===== src/rtl/tcu_pkg.sv =====
// Package: shared register addresses and control bit positions for the
// virtual compare timer. Assumes a four-word register space.
package tcu_pkg;

    typedef enum logic [1:0] {
        A_CTRL = 2'd0,
        A_CMP  = 2'd1,
        A_TVAL = 2'd2,
        A_OFF  = 2'd3
    } tcu_addr_e;

    localparam int CTL_EN   = 0;
    localparam int CTL_MASK = 1;
    localparam int CTL_STAT = 2;
    localparam int CTL_BITS = 3;

endpackage


===== src/rtl/tcu_regs.sv =====
// Module: register state of the timer (enable, mask, deadline, offset).
// Decodes writes. A relative write sign-extends the low TVAL_W bits and
// adds them to the virtual count that is current at the write edge.
// Assumes a single write port and synchronous active-low reset.
module tcu_regs
    import tcu_pkg::*;
#(
    parameter int CNT_W  = 64,
    parameter int TVAL_W = 32
) (
    input  logic             clk,
    input  logic             rst_n,
    input  logic             wr_en,
    input  logic [1:0]       addr,
    input  logic [CNT_W-1:0] wr_data,
    input  logic [CNT_W-1:0] vcnt,
    output logic             en_o,
    output logic             mask_o,
    output logic [CNT_W-1:0] cmp_o,
    output logic [CNT_W-1:0] off_o
);
    localparam int EXT_W = CNT_W - TVAL_W;

    logic             en_q, mask_q;
    logic [CNT_W-1:0] cmp_q, off_q;
    logic [CNT_W-1:0] rel_sext;

    // Sign-extend the relative distance; the upper write bits are dropped.
    always_comb begin
        rel_sext = {{EXT_W{wr_data[TVAL_W-1]}}, wr_data[TVAL_W-1:0]};
    end

    // Register update on writes; the status bit has no storage.
    always_ff @(posedge clk) begin
        if (!rst_n) begin
            en_q   <= 1'b0;
            mask_q <= 1'b0;
            cmp_q  <= '0;
            off_q  <= '0;
        end else if (wr_en) begin
            case (tcu_addr_e'(addr))
                A_CTRL: begin
                    en_q   <= wr_data[CTL_EN];
                    mask_q <= wr_data[CTL_MASK];
                end
                A_CMP:   cmp_q <= wr_data;
                A_TVAL:  cmp_q <= vcnt + rel_sext;
                A_OFF:   off_q <= wr_data;
                default: ;
            endcase
        end
    end

    assign en_o   = en_q;
    assign mask_o = mask_q;
    assign cmp_o  = cmp_q;
    assign off_o  = off_q;

    // an absolute write lands all 64 bits
    p_cmp_write_r9: assert property (@(posedge clk) disable iff (!rst_n)
        (wr_en && addr == A_CMP) |=> (cmp_q == $past(wr_data)));

    // a relative write places the deadline at the signed distance
    p_tval_write_r4: assert property (@(posedge clk) disable iff (!rst_n)
        (wr_en && addr == A_TVAL) |=>
            ((cmp_q - $past(vcnt)) ==
             {{EXT_W{$past(wr_data[TVAL_W-1])}}, $past(wr_data[TVAL_W-1:0])}));

    // the offset holds unless it is written
    p_off_hold_r10: assert property (@(posedge clk) disable iff (!rst_n)
        !(wr_en && addr == A_OFF) |=> $stable(off_q));

endmodule


===== src/rtl/tcu_eval.sv =====
// Module: forms the virtual count and the remaining distance, evaluates
// the unsigned firing condition, and registers the interrupt level.
// Assumes sys_cnt is synchronous to clk.
module tcu_eval #(
    parameter int CNT_W = 64
) (
    input  logic             clk,
    input  logic             rst_n,
    input  logic [CNT_W-1:0] sys_cnt,
    input  logic [CNT_W-1:0] off,
    input  logic [CNT_W-1:0] cmp,
    input  logic             en,
    input  logic             mask,
    output logic [CNT_W-1:0] vcnt_o,
    output logic [CNT_W-1:0] remain_o,
    output logic             status_o,
    output logic             irq_o
);
    logic [CNT_W-1:0] vcnt;
    logic             cond;
    logic             irq_q;

    // Virtual count, remaining distance and the unsigned condition.
    always_comb begin
        vcnt     = sys_cnt - off;
        remain_o = cmp - vcnt;
        cond     = (vcnt >= cmp);
        status_o = en & cond;
    end

    // Registered interrupt level, free of glitches.
    always_ff @(posedge clk) begin
        if (!rst_n) irq_q <= 1'b0;
        else        irq_q <= en & ~mask & cond;
    end

    assign vcnt_o = vcnt;
    assign irq_o  = irq_q;

    // status reads zero while disabled
    p_status_off_r7: assert property (@(posedge clk) disable iff (!rst_n)
        !en |-> !status_o);

    // a disabled timer leaves the interrupt low
    p_irq_disabled_r8: assert property (@(posedge clk) disable iff (!rst_n)
        !en |=> !irq_q);

    // a masked timer leaves the interrupt low
    p_irq_masked_r8: assert property (@(posedge clk) disable iff (!rst_n)
        mask |=> !irq_q);

    // an enabled, unmasked timer whose count reached the deadline fires
    p_irq_fires_r3: assert property (@(posedge clk) disable iff (!rst_n)
        (en && !mask && (vcnt >= cmp)) |=> irq_q);

endmodule


===== src/rtl/tcu_rdmux.sv =====
// Module: read data selection. Builds the control word and returns the
// relative distance cut to TVAL_W bits with the upper bits zero.
// Assumes a combinational read with no side effects.
module tcu_rdmux
    import tcu_pkg::*;
#(
    parameter int CNT_W  = 64,
    parameter int TVAL_W = 32
) (
    input  logic             clk,
    input  logic             rst_n,
    input  logic [1:0]       addr,
    input  logic             en,
    input  logic             mask,
    input  logic             status,
    input  logic [CNT_W-1:0] cmp,
    input  logic [CNT_W-1:0] off,
    input  logic [CNT_W-1:0] remain,
    output logic [CNT_W-1:0] rd_data
);
    localparam int EXT_W = CNT_W - TVAL_W;

    // Select the addressed register.
    always_comb begin
        case (tcu_addr_e'(addr))
            A_CTRL:  rd_data = {{(CNT_W-CTL_BITS){1'b0}}, status, mask, en};
            A_CMP:   rd_data = cmp;
            A_TVAL:  rd_data = {{EXT_W{1'b0}}, remain[TVAL_W-1:0]};
            A_OFF:   rd_data = off;
            default: rd_data = '0;
        endcase
    end

    // the relative read has zero upper bits
    p_tval_upper_r6: assert property (@(posedge clk) disable iff (!rst_n)
        (addr == A_TVAL) |-> (rd_data[CNT_W-1:TVAL_W] == '0));

endmodule


===== src/rtl/gen_timer_cmp.sv =====
// Module: top of the virtual compare timer. Connects the register state,
// the evaluator and the read selection.
// Assumes one clock domain and synchronous active-low reset.
module gen_timer_cmp #(
    parameter int CNT_W  = 64,
    parameter int TVAL_W = 32
) (
    input  logic             clk,
    input  logic             rst_n,
    input  logic [CNT_W-1:0] sys_cnt,
    input  logic             reg_wr,
    input  logic [1:0]       reg_addr,
    input  logic [CNT_W-1:0] reg_wdata,
    output logic [CNT_W-1:0] reg_rdata,
    output logic             irq
);
    logic             en, mask, status;
    logic [CNT_W-1:0] cmp, off, vcnt, remain;

    tcu_regs #(.CNT_W(CNT_W), .TVAL_W(TVAL_W)) u_regs (
        .clk(clk), .rst_n(rst_n), .wr_en(reg_wr), .addr(reg_addr),
        .wr_data(reg_wdata), .vcnt(vcnt), .en_o(en), .mask_o(mask),
        .cmp_o(cmp), .off_o(off)
    );

    tcu_eval #(.CNT_W(CNT_W)) u_eval (
        .clk(clk), .rst_n(rst_n), .sys_cnt(sys_cnt), .off(off), .cmp(cmp),
        .en(en), .mask(mask), .vcnt_o(vcnt), .remain_o(remain),
        .status_o(status), .irq_o(irq)
    );

    tcu_rdmux #(.CNT_W(CNT_W), .TVAL_W(TVAL_W)) u_rdmux (
        .clk(clk), .rst_n(rst_n), .addr(reg_addr), .en(en), .mask(mask),
        .status(status), .cmp(cmp), .off(off), .remain(remain),
        .rd_data(reg_rdata)
    );

endmodule


===== config.mk =====
export PLATFORM = sky130hd
export DESIGN_NAME = gen_timer_cmp
export DESIGN_NICKNAME = d
export VERILOG_FILES = /design/src/rtl/tcu_pkg.sv /design/src/rtl/tcu_regs.sv /design/src/rtl/tcu_eval.sv /design/src/rtl/tcu_rdmux.sv /design/src/rtl/gen_timer_cmp.sv
export SDC_FILE = /design/constraint.sdc
export NUM_CORES = 1
export LEC_CHECK = 0
export ABC_AREA = 1
export BUFFER_PORTS_ARGS = -buffer_cell sky130_fd_sc_hd__buf_2
export CORE_ASPECT_RATIO = 0.7
export CORE_MARGIN = 5
export CORE_UTILIZATION = 35
export DETAILED_ROUTE_END_ITERATION = 10
export PLACE_DENSITY = 0.54
export SLEW_MARGIN = 20
export SYNTH_ARGS = -nofsm -noshare
export SYNTH_HDL_FRONTEND = slang
export SYNTH_SLANG_ARGS = --single-unit

===== constraint.sdc =====
create_clock -name clk -period 7.48 [get_ports clk]
set_clock_uncertainty 0.15 [all_clocks]
set_input_delay 0.748 -clock clk [delete_from_list [all_inputs] [get_ports clk]]
set_output_delay 0.748 -clock clk [all_outputs]
set_load 0.005 [all_outputs]

# == After elaboration in Yosys (flattened, before gate mapping) ==
# Cells that the tools add are included.
# totals
register_bits,131
latchBits,0
mem_bits_rw,0
romBits,0
in_bits,133
elab_cells,23
memories,0
# op_classes
add_sub_neg,3
mul,0
div_mod_pow,0
magnitude_cmp,1
eq_ne,3
shifts,0
muxes,2
bitwise,4
n_reduce_logical,5
# ops
cell,n
case mux 64 bit (4 select lines),1
case mux 64 bit (2 select lines),1
adder 64 bit,1
>= comparator 64 bit,1
subtractor 64 bit,1
subtractor 32 bit,1
AND reduction 2 bit,3
equality test 2 bit (second input constant),2
AND 1 bit,3
equality test 2 x 1 -> 1 bit (second input constant),1
logical NOT 2 bit,1
nonzero test 2 bit,1
inverter 1 bit,1

# == Depth between registers and ports, before layout ==
# Gate-level depths: netlist of run 1.
# depth
ltp_word,4
mapped_depth,31
mapped_depth_nobuf,31

# == Modules after synthesis ==
# A second synthesis of run 1 with hierarchy kept.
# unflattened
hier_cells,3736
hier_area_um2,20668.6
# modules_own_cells
mod,instances,cells_per_inst,area_each_um2
tcu_regs,1,1978,11140.7
tcu_eval,1,1507,8458.1
tcu_rdmux,1,251,1069.8

# == Worst setup path before layout of run 1 ==
# Ideal clock, no wire load.
# synth_path
kind,input-to-output
startpoint,input sys_cnt[0]
endpoint,output reg_rdata[2]
t_arrival_ns,3.737
required_time_ns,6.582
path_slack_ns,2.845
stages,26
cell_sequence,inv_1 > ha_1 > inv_1 > fa_1 > nand3_1 > nand2_2 > a21oi_1 > o21bai_2 > nand2_1 > nand2_2 > nand3_2 > nand3_2 > nand2_1 > nand2_1 > xor2_1 > ha_1 > nand2_1 > nor2_1 > inv_1 > nor4_1 > nand2_1 > o2111ai_1 > nand2_1 > nand3_1 > nand2_1 > nand2_1
# synth_between
elab_chain_cells,4
word_cells_on_any_way,5
# synth_rtl
item,line_no,rtl
start: declaration,gen_timer_cmp.sv:10,"input logic [CNT_W-1:0] sys_cnt,"
subtractor 64 bit *,tcu_eval.sv:25,vcnt = sys_cnt - off;
>= comparator 64 bit,tcu_eval.sv:27,cond = (vcnt >= cmp);
AND 1 bit,tcu_eval.sv:28,status_o = en & cond;
case mux 64 bit (4 select lines) *,tcu_rdmux.sv:25,case (tcu_addr_e'(addr))
end: declaration,gen_timer_cmp.sv:14,"output logic [CNT_W-1:0] reg_rdata,"
# Every way passes the cells marked *; elsewhere a longest branch is shown, timed or not.

# == Worst setup path in the final report of run 1 ==
# Same ends and word-level chain as after synthesis.

==> impl_summary.log, run 1 <==
INFO  metric synth_async_sr_flop_share = 0%
INFO  metric layout_worst_path_cycle_share = 90.1%
INFO  metric ys_ff_latch = 131
INFO  metric drt-initial-drc-count = 2,547
INFO  metric most_instantiated_flip_flop_cell_in_the_synthesis_netlist = dfxtp_1
INFO  metric worst_path_largest_cell_delay = 0.78 ns
INFO  metric fillerInstances = 6,109
INFO  metric dpl.hpwl = 74,000 um
INFO  metric cts_resized = 0
INFO  metric setup_fix_buffers_added_after_clock_tree_synthesis = 0
INFO  metric finalCriticalPeriod = 6.74 ns
INFO  metric power.switching_fraction = 52.2%
INFO  metric synth-warning-count = 0
INFO  metric remaining_drc_errors = 0
INFO  metric path_common_cell = nand2_1
INFO  metric globalRoute.totalOverflow = 0
INFO  metric largest_net_degree_at_the_start_of_global_routing = 63
INFO  metric syn_nets = 3,589
INFO  metric cap_violations = 0
INFO  metric vias = 22,100
INFO  metric synth.area.top_cells = ha_1 15%, nand2_1 14%, dfxtp_1 14%, a21oi_1 11%, inv_1 10%
INFO  metric clockRootBuffer = clkbuf_16
INFO  metric post_synth_inst_count = 3,227
INFO  metric power_per_cell_area = 210 nW/um^2
INFO  metric irDropWorstVdd = 0.162 mV
INFO  metric comb_power_share = 61.5%
INFO  metric std_cell_rows = 71
INFO  metric critical_path.reg2reg.endpoint = u_regs.cmp_o[37]
INFO  metric reg2reg_slack = 1.93 ns
INFO  metric grt_first_pass_wirelength = 127,000 um
INFO  metric core-area = 53,400 sq um
INFO  metric slew-limit-headroom = 34.3%
INFO  metric grtUsageTotal = 28.8%
INFO  metric hold_path_depth = 2
INFO  metric clk_path_buf_depth = 2
INFO  metric die_area = 58,400 sq um
INFO  metric mappedNetlistArea = 18,800 sq um
INFO  metric cts.clk_slew.worst_paths = 0.06 ns
INFO  metric synthTopCellsByCount = 705 x nand2_1, 509 x inv_1, 414 x a21oi_1
INFO  metric wl_per_cell = 21.3 um
INFO  metric hold_path.startpoint = u_regs.off_o[3]
INFO  metric cts-buffers-inserted = 17
INFO  metric maxClockFrequency = 148 MHz
INFO  metric grt_antenna_before_repair = 1
INFO  metric worst_slack = 0.741 ns
INFO  metric worst_skew_pair.late_latency = 0.48 ns
INFO  metric die-width = 287 um
INFO  metric setup_violations = 0
INFO  metric multiInputGateArea = 13,900 sq um
INFO  metric timing.setup.tns = 0 ns
INFO  metric drtAntennaViolNets = 0
INFO  metric cts_sinks = 131
INFO  metric path_max_fanout = 5
INFO  metric share_of_post_route_cells_with_drive_strength_above_1 = 10.2%
INFO  metric maxSlewViolCount = 0
INFO  metric worst-setup-path-type = input port to output port
INFO  metric power.leakage = 9.41 nW
INFO  metric detailedPlace.worstSlack = 0.930 ns
INFO  metric die_height = 204 um
INFO  metric cp_slowest_cell = nor4_1
INFO  metric required = 6.58 ns
INFO  metric synth_top_area_share = 15.1%
INFO  metric finalWeightedCongestion = 1.10
INFO  metric routed_wirelength = 87,800 um
INFO  metric post_drt_via_cell_ratio = 5.36
INFO  metric arrival = 5.84 ns
INFO  metric dp_cells = 4,095
INFO  metric io_buffers = 197
INFO  metric final_core_util = 39.6%
INFO  metric cts_tree = done
INFO  metric finish.net_count = 3,746
INFO  metric sequential_fraction_of_the_synthesis_area = 14.0%
INFO  metric synthMostInstantiatedCell = nand2_1
INFO  metric clock_power_share = 20.8%
INFO  metric area_growth = 12.7%
INFO  metric drt_first_pass_iters = 5
INFO  metric timing.critical_path.to_type = output port
INFO  metric power.switching = 2.31 mW
INFO  metric timing_hold_violations_final = 0
INFO  metric worstHoldEndpoint = u_regs.off_o[3]
INFO  metric min-delay-path-class = register to register
INFO  metric cts.hold.buffers_added = 0
INFO  metric share_seq_of_total_power = 17.7%
INFO  metric rsz0062_at_grt = no
INFO  metric outcome = finished, final reports clean
INFO  metric syn-mean-instance-area = 5.81 sq um
INFO  metric timing_worst_slew_pin_value = 0.985 ns
INFO  metric synth-edff-count = 0
INFO  metric synth.lib_cells_used.distinct = 52
INFO  metric internal-power = 2.12 mW
INFO  metric grt_pass1_vias = 20,500
INFO  metric initial_standard_cell_utilization_of_the_core = 35.1%
INFO  metric synth_largest_area_cell = ha_1
INFO  metric top_level_ports = 198
INFO  metric instances_no_fill = 4,128
INFO  metric cts-htree-levels = 4
INFO  metric seqCellArea = 2620 sq um
INFO  metric logic_depth_of_the_worst_register_to_register_path = 19
INFO  metric rr_startpoint = u_regs.off_o[0]
INFO  metric worstSetupStartpointType = input port
==> area by class of cell <==
| class | count | area share [%] |
|---|---|---|
| Tap cell | 730 | 4.32 |
| Sequential cell | 131 | 12.4 |
| Timing Repair Buffer | 214 | 5.27 |
| Clock inverter | 10 | 0.616 |
| Multi-Input combinational cell | 2505 | 66.0 |
| Inverter | 515 | 9.15 |
| Antenna cell | 1 | 0.0118 |
| Clock buffer | 22 | 2.24 |
==> flip-flops by register name, indices dropped and copies added, names as in the netlist <==
name           count
u_regs.cmp_o      64
u_regs.mask_o      1
u_regs.en_o        1
u_regs.off_o      64
u_eval.irq_o       1
==> power by group through the flow <==
| stage | clock network [mW] | registers, mW | logic, mW |
|---|---|---|---|
| 3_5_place_dp | 0 | 0.798 | 2.61 |
| 6_report | 0.922 | 0.785 | 2.73 |
| 3_3_place_gp | 0 | 0.797 | 2.63 |
| 2_1_floorplan | 0 | 0.784 | 1.72 |
| 5_1_grt | 0.964 | 0.789 | 2.97 |
| 4_1_cts | 0.935 | 0.783 | 2.63 |
==> per-layer routing <==
layer  share of wire [%]  global-route usage, %  vias to the layer above
met5                   0                      0                        -
met3                  13                   12.3                       69
li1                    -                      -                    10900
met1                  49                   43.5                    10200
met4                 1.3                   4.26                        0
met2                  37                   37.9                      928
==> placed cells by master, fill, tap and decap left out, types with 5 or more instances in the layout <==
cell | netlist | layout
clkbuf_16 | 0 | 17
o21a_1 | 17 | 17
nor2_2 | 11 | 11
a21oi_1 | 414 | 414
nor4_1 | 14 | 14
o21bai_2 | 7 | 7
o221ai_1 | 13 | 13
xor2_1 | 65 | 65
inv_1 | 509 | 508
nand4_1 | 28 | 28
clkinv_2 | 0 | 5
buf_2 | 1 | 197
nor2_1 | 406 | 406
a31oi_1 | 44 | 44
o2111ai_1 | 6 | 6
o21ai_1 | 20 | 20
or2_2 | 11 | 11
a21o_1 | 19 | 19
nand2_1 | 705 | 703
nor3_1 | 24 | 24
a21boi_0 | 5 | 5
nand2_2 | 23 | 23
o21ai_2 | 10 | 10
a221oi_1 | 11 | 11
o22ai_1 | 8 | 8
o211ai_1 | 9 | 9
buf_4 | 0 | 17
ha_1 | 226 | 222
dfxtp_1 | 131 | 131
a21oi_2 | 14 | 14
o21bai_1 | 14 | 14
a211oi_1 | 6 | 6
xnor2_1 | 19 | 19
o21ai_0 | 220 | 220
nand3_1 | 104 | 104
inv_2 | 6 | 7
==> kinds of logic after synthesis <==
kind of cell             after synthesis  share of synthesized area [%]
AND/OR/NAND/NOR                     1346                           29.4
AO/OA/AOI/OAI                        846                           25.4
buffers and inverters                591                           11.8
adder cells (fa/ha/maj)              229                           15.4
flip-flops                           131                           14.0
XOR/XNOR                              84                           3.92
==> metrics by stage <==
stage	hold slack (ns)	total power, mW	instance area (sq um)
3_3_place_gp	0.316	3.43	20500
2_1_floorplan	0.295	2.50	18800
6_report	0.326	4.44	21100
3_5_place_dp	0.317	3.41	20500
4_1_cts	0.328	4.35	21100
5_1_grt	0.351	4.72	21100
==> worst max path at each step <==
stage	start	endpoint	cells past startpoint
after floorplan	sys_cnt[0]	reg_rdata[2]	26
after global placement	sys_cnt[0]	reg_rdata[2]	29
after detailed placement	sys_cnt[0]	reg_rdata[2]	29
after CTS	u_regs.off_o[0]	reg_rdata[2]	27
after global routing	sys_cnt[0]	reg_rdata[2]	29
final	sys_cnt[0]	reg_rdata[2]	29
==> worst max-delay path, delay by kind of cell <==
family	cells	cell delay, ns
buffers and inverters	6	0.57
AO/OA/AOI/OAI	3	0.54
XOR/XNOR	1	0.21
adder cells (fa/ha/maj)	3	0.91
AND/OR/NAND/NOR	16	2.82
Power figures use the tool's default switching activity.
==> inputs of run 2 (changes only) <==
Settings changed: BUFFER_PORTS_ARGS -buffer_cell sky130_fd_sc_hd__buf_2 to default, DONT_BUFFER_PORTS from default to 1, PLACE_DENSITY 0.54 to 0.51.
==> run 2 against run 1 <==
Net effect: core utilization decreased by 1.9 points; sequential cell count unchanged; largest power group unchanged; worst hold slack got worse by 0.052 ns; highest routed layer is now met5; sequential share of layout area increased by 0.62 points; sequential power about the same; count of clock-buffer cells in the layout decreased by 3; maximum frequency decreased by 4.6%.
==> impl_summary.log, run 2 (synthesis gave the netlist of run 1 again) <==
INFO  metric routed_wirelength = 94,800 um
INFO  metric drt_first_pass_iters = 6
INFO  metric min-delay-path-class = input port to register
INFO  metric slew-limit-headroom = 27.7%
INFO  metric share_of_post_route_cells_with_drive_strength_above_1 = 4.63%
INFO  metric layout_commonest_cell = nand2_1
INFO  metric drtAntennaViolNets = 0
INFO  metric irDropWorstVdd = 0.170 mV
INFO  metric met1_track_demand_over_resource = 50.7%
INFO  metric std_cell_rows = 71
INFO  metric clockRootBuffer = clkbuf_16
INFO  metric cts.hold.buffers_added = 0
INFO  metric setup_fix_buffers_added_after_clock_tree_synthesis = 0
INFO  metric finalWeightedCongestion = 1.04
INFO  metric path_max_fanout = 5
INFO  metric finalCriticalPeriod = 7.07 ns
INFO  metric timing_worst_slew_pin_value = 1.08 ns
INFO  metric arrival = 6.17 ns
INFO  metric cts-htree-levels = 4
INFO  metric vias = 21,900
INFO  metric globalRouteMet2Util = 41.4%
INFO  metric finish.net_count = 3,548
INFO  metric required = 6.58 ns
INFO  metric worstSetupStartpointType = register
INFO  metric remaining_drc_errors = 0
INFO  metric area_growth = 7.33%
INFO  metric post-layout-total-power = 4.41 mW
INFO  metric largest_net_degree_at_the_start_of_global_routing = 77
INFO  metric cap_violations = 0
INFO  metric maxClockFrequency = 142 MHz
INFO  metric grt_antenna_before_repair = 4
INFO  metric top_level_ports = 198
INFO  metric grt_pass1_vias = 20,100
INFO  metric cts_resized = 0
INFO  metric wl_per_cell = 24.1 um
INFO  metric rsz0062_at_grt = no
INFO  metric die-width = 287 um
INFO  metric initial_standard_cell_utilization_of_the_core = 35.1%
INFO  metric antenna_diode_count = 0
INFO  metric final_core_util = 37.7%
INFO  metric die_area = 58,400 sq um
INFO  metric power.leakage = 8.53 nW
INFO  metric power_per_cell_area = 219 nW/um^2
INFO  metric io_buffers = 0
INFO  metric grt_use_met3 = 8.65%
INFO  metric cts-buffers-inserted = 17
INFO  metric worst_skew_pair.late_latency = 0.47 ns
INFO  metric maxSlewViolCount = 0
INFO  metric worst-setup-path-type = register to output port
INFO  metric setup_violations = 0
INFO  metric grtUsageTotal = 31.3%
INFO  metric worst_slack = 0.413 ns
INFO  metric cts_tree = done
INFO  metric clk_path_buf_depth = 2
INFO  metric cts_sinks = 131
INFO  metric detailedPlace.worstSlack = 0.891 ns
INFO  metric timing_hold_violations_final = 0
INFO  metric outcome = finished, final reports clean
INFO  metric layout_worst_path_cycle_share = 94.5%
INFO  metric grt_first_pass_wirelength = 136,000 um
INFO  metric drt-initial-drc-count = 2,428
INFO  metric timing.critical_path.to_type = output port
INFO  metric fillerInstances = 6,059
INFO  metric globalRoute.totalOverflow = 0
INFO  metric die_height = 204 um
INFO  metric cts.clk_slew.worst_paths = 0.07 ns
INFO  metric grt.busiest_layer = met1
INFO  metric worst_hold_slack = 0.273 ns
INFO  metric dpl.hpwl = 80,200 um
INFO  metric core-area = 53,400 sq um
INFO  metric most-common-layout-cells = 703 x nand2_1, 509 x inv_1, 414 x a21oi_1
INFO  metric timing.setup.tns = 0 ns
INFO  metric post_drt_via_cell_ratio = 5.59
-- run 2: cell count changes in the layout (fill, tap and decap cells not counted) --
cell,change
clkbuf_8,-3
inv_6,+1
buf_2,-197
inv_1,+1
diode_2,-1
clkinv_4,+3
clkinv_2,-1
inv_2,-1
buf_4,-1
-- run 2: final timing paths --
kind / from / to / slack [ns] / depth (start not counted)
worst min register to register: u_regs.off_o[6] / u_regs.off_o[6] / 0.32 / 2
worst max-delay path: u_regs.off_o[0] / reg_rdata[2] / 0.41 / 24
worst max register to register: u_regs.off_o[0] / u_eval.irq_o / 1.59 / 24
worst min-delay path: rst_n / u_regs.off_o[12] / 0.27 / 2
-- run 2: cell type report --
cell class	instances	area, sq um	area share [%]
clock inverters	13	160	0.796
clock buffers	19	433	2.15
repair buffers	16	120	0.597
multi-input cells	2505	13900	69.3
inverters	515	1930	9.60
well taps	730	913	4.54
flip-flops and latches	131	2620	13.0
-- run 2: stage by stage --
stage | instances | instance area [sq um]
after floorplan | 3227 | 18800
after global placement | 3897 | 19500
after detailed placement | 3897 | 19500
after CTS | 3929 | 20100
after global routing | 3929 | 20100
final | 3929 | 20100
-- run 2: routing by layer --
layer | up-vias | routed length (um)
li1 | 10500 | -
met1 | 10500 | 48800
met2 | 936 | 35300
met3 | 40 | 9920
met4 | 2 | 728
met5 | - | 11
-- run 2: power breakdown --
group	internal (mW)	total [mW]	switching, mW
logic	0.787	2.70	1.91
clock network	0.524	0.928	0.404
registers	0.744	0.788	0.0433
total	2.06	4.41	2.36
-- run 2: critical path, stage by stage (launching register included) --
cell       delay, ns
dfxtp_1         0.35
ha_1            0.15
inv_1           0.06
fa_1            0.41
nand3_1         0.17
nand2_2         0.19
a21oi_1         0.21
o21bai_2        0.10
nand2_1         0.09
nand2_2         0.11
xor2_1          0.16
buf_4           0.17
ha_1            0.39
nand2_1         0.11
nor2_1          0.23
inv_1           0.10
nor2_1          0.84
o21ai_0         0.64
nand2_1         0.28
nand2_1         0.08
o2111ai_1       0.25
nand2_1         0.10
nand3_1         0.29
nand2_1         0.10
nand2_1         0.10
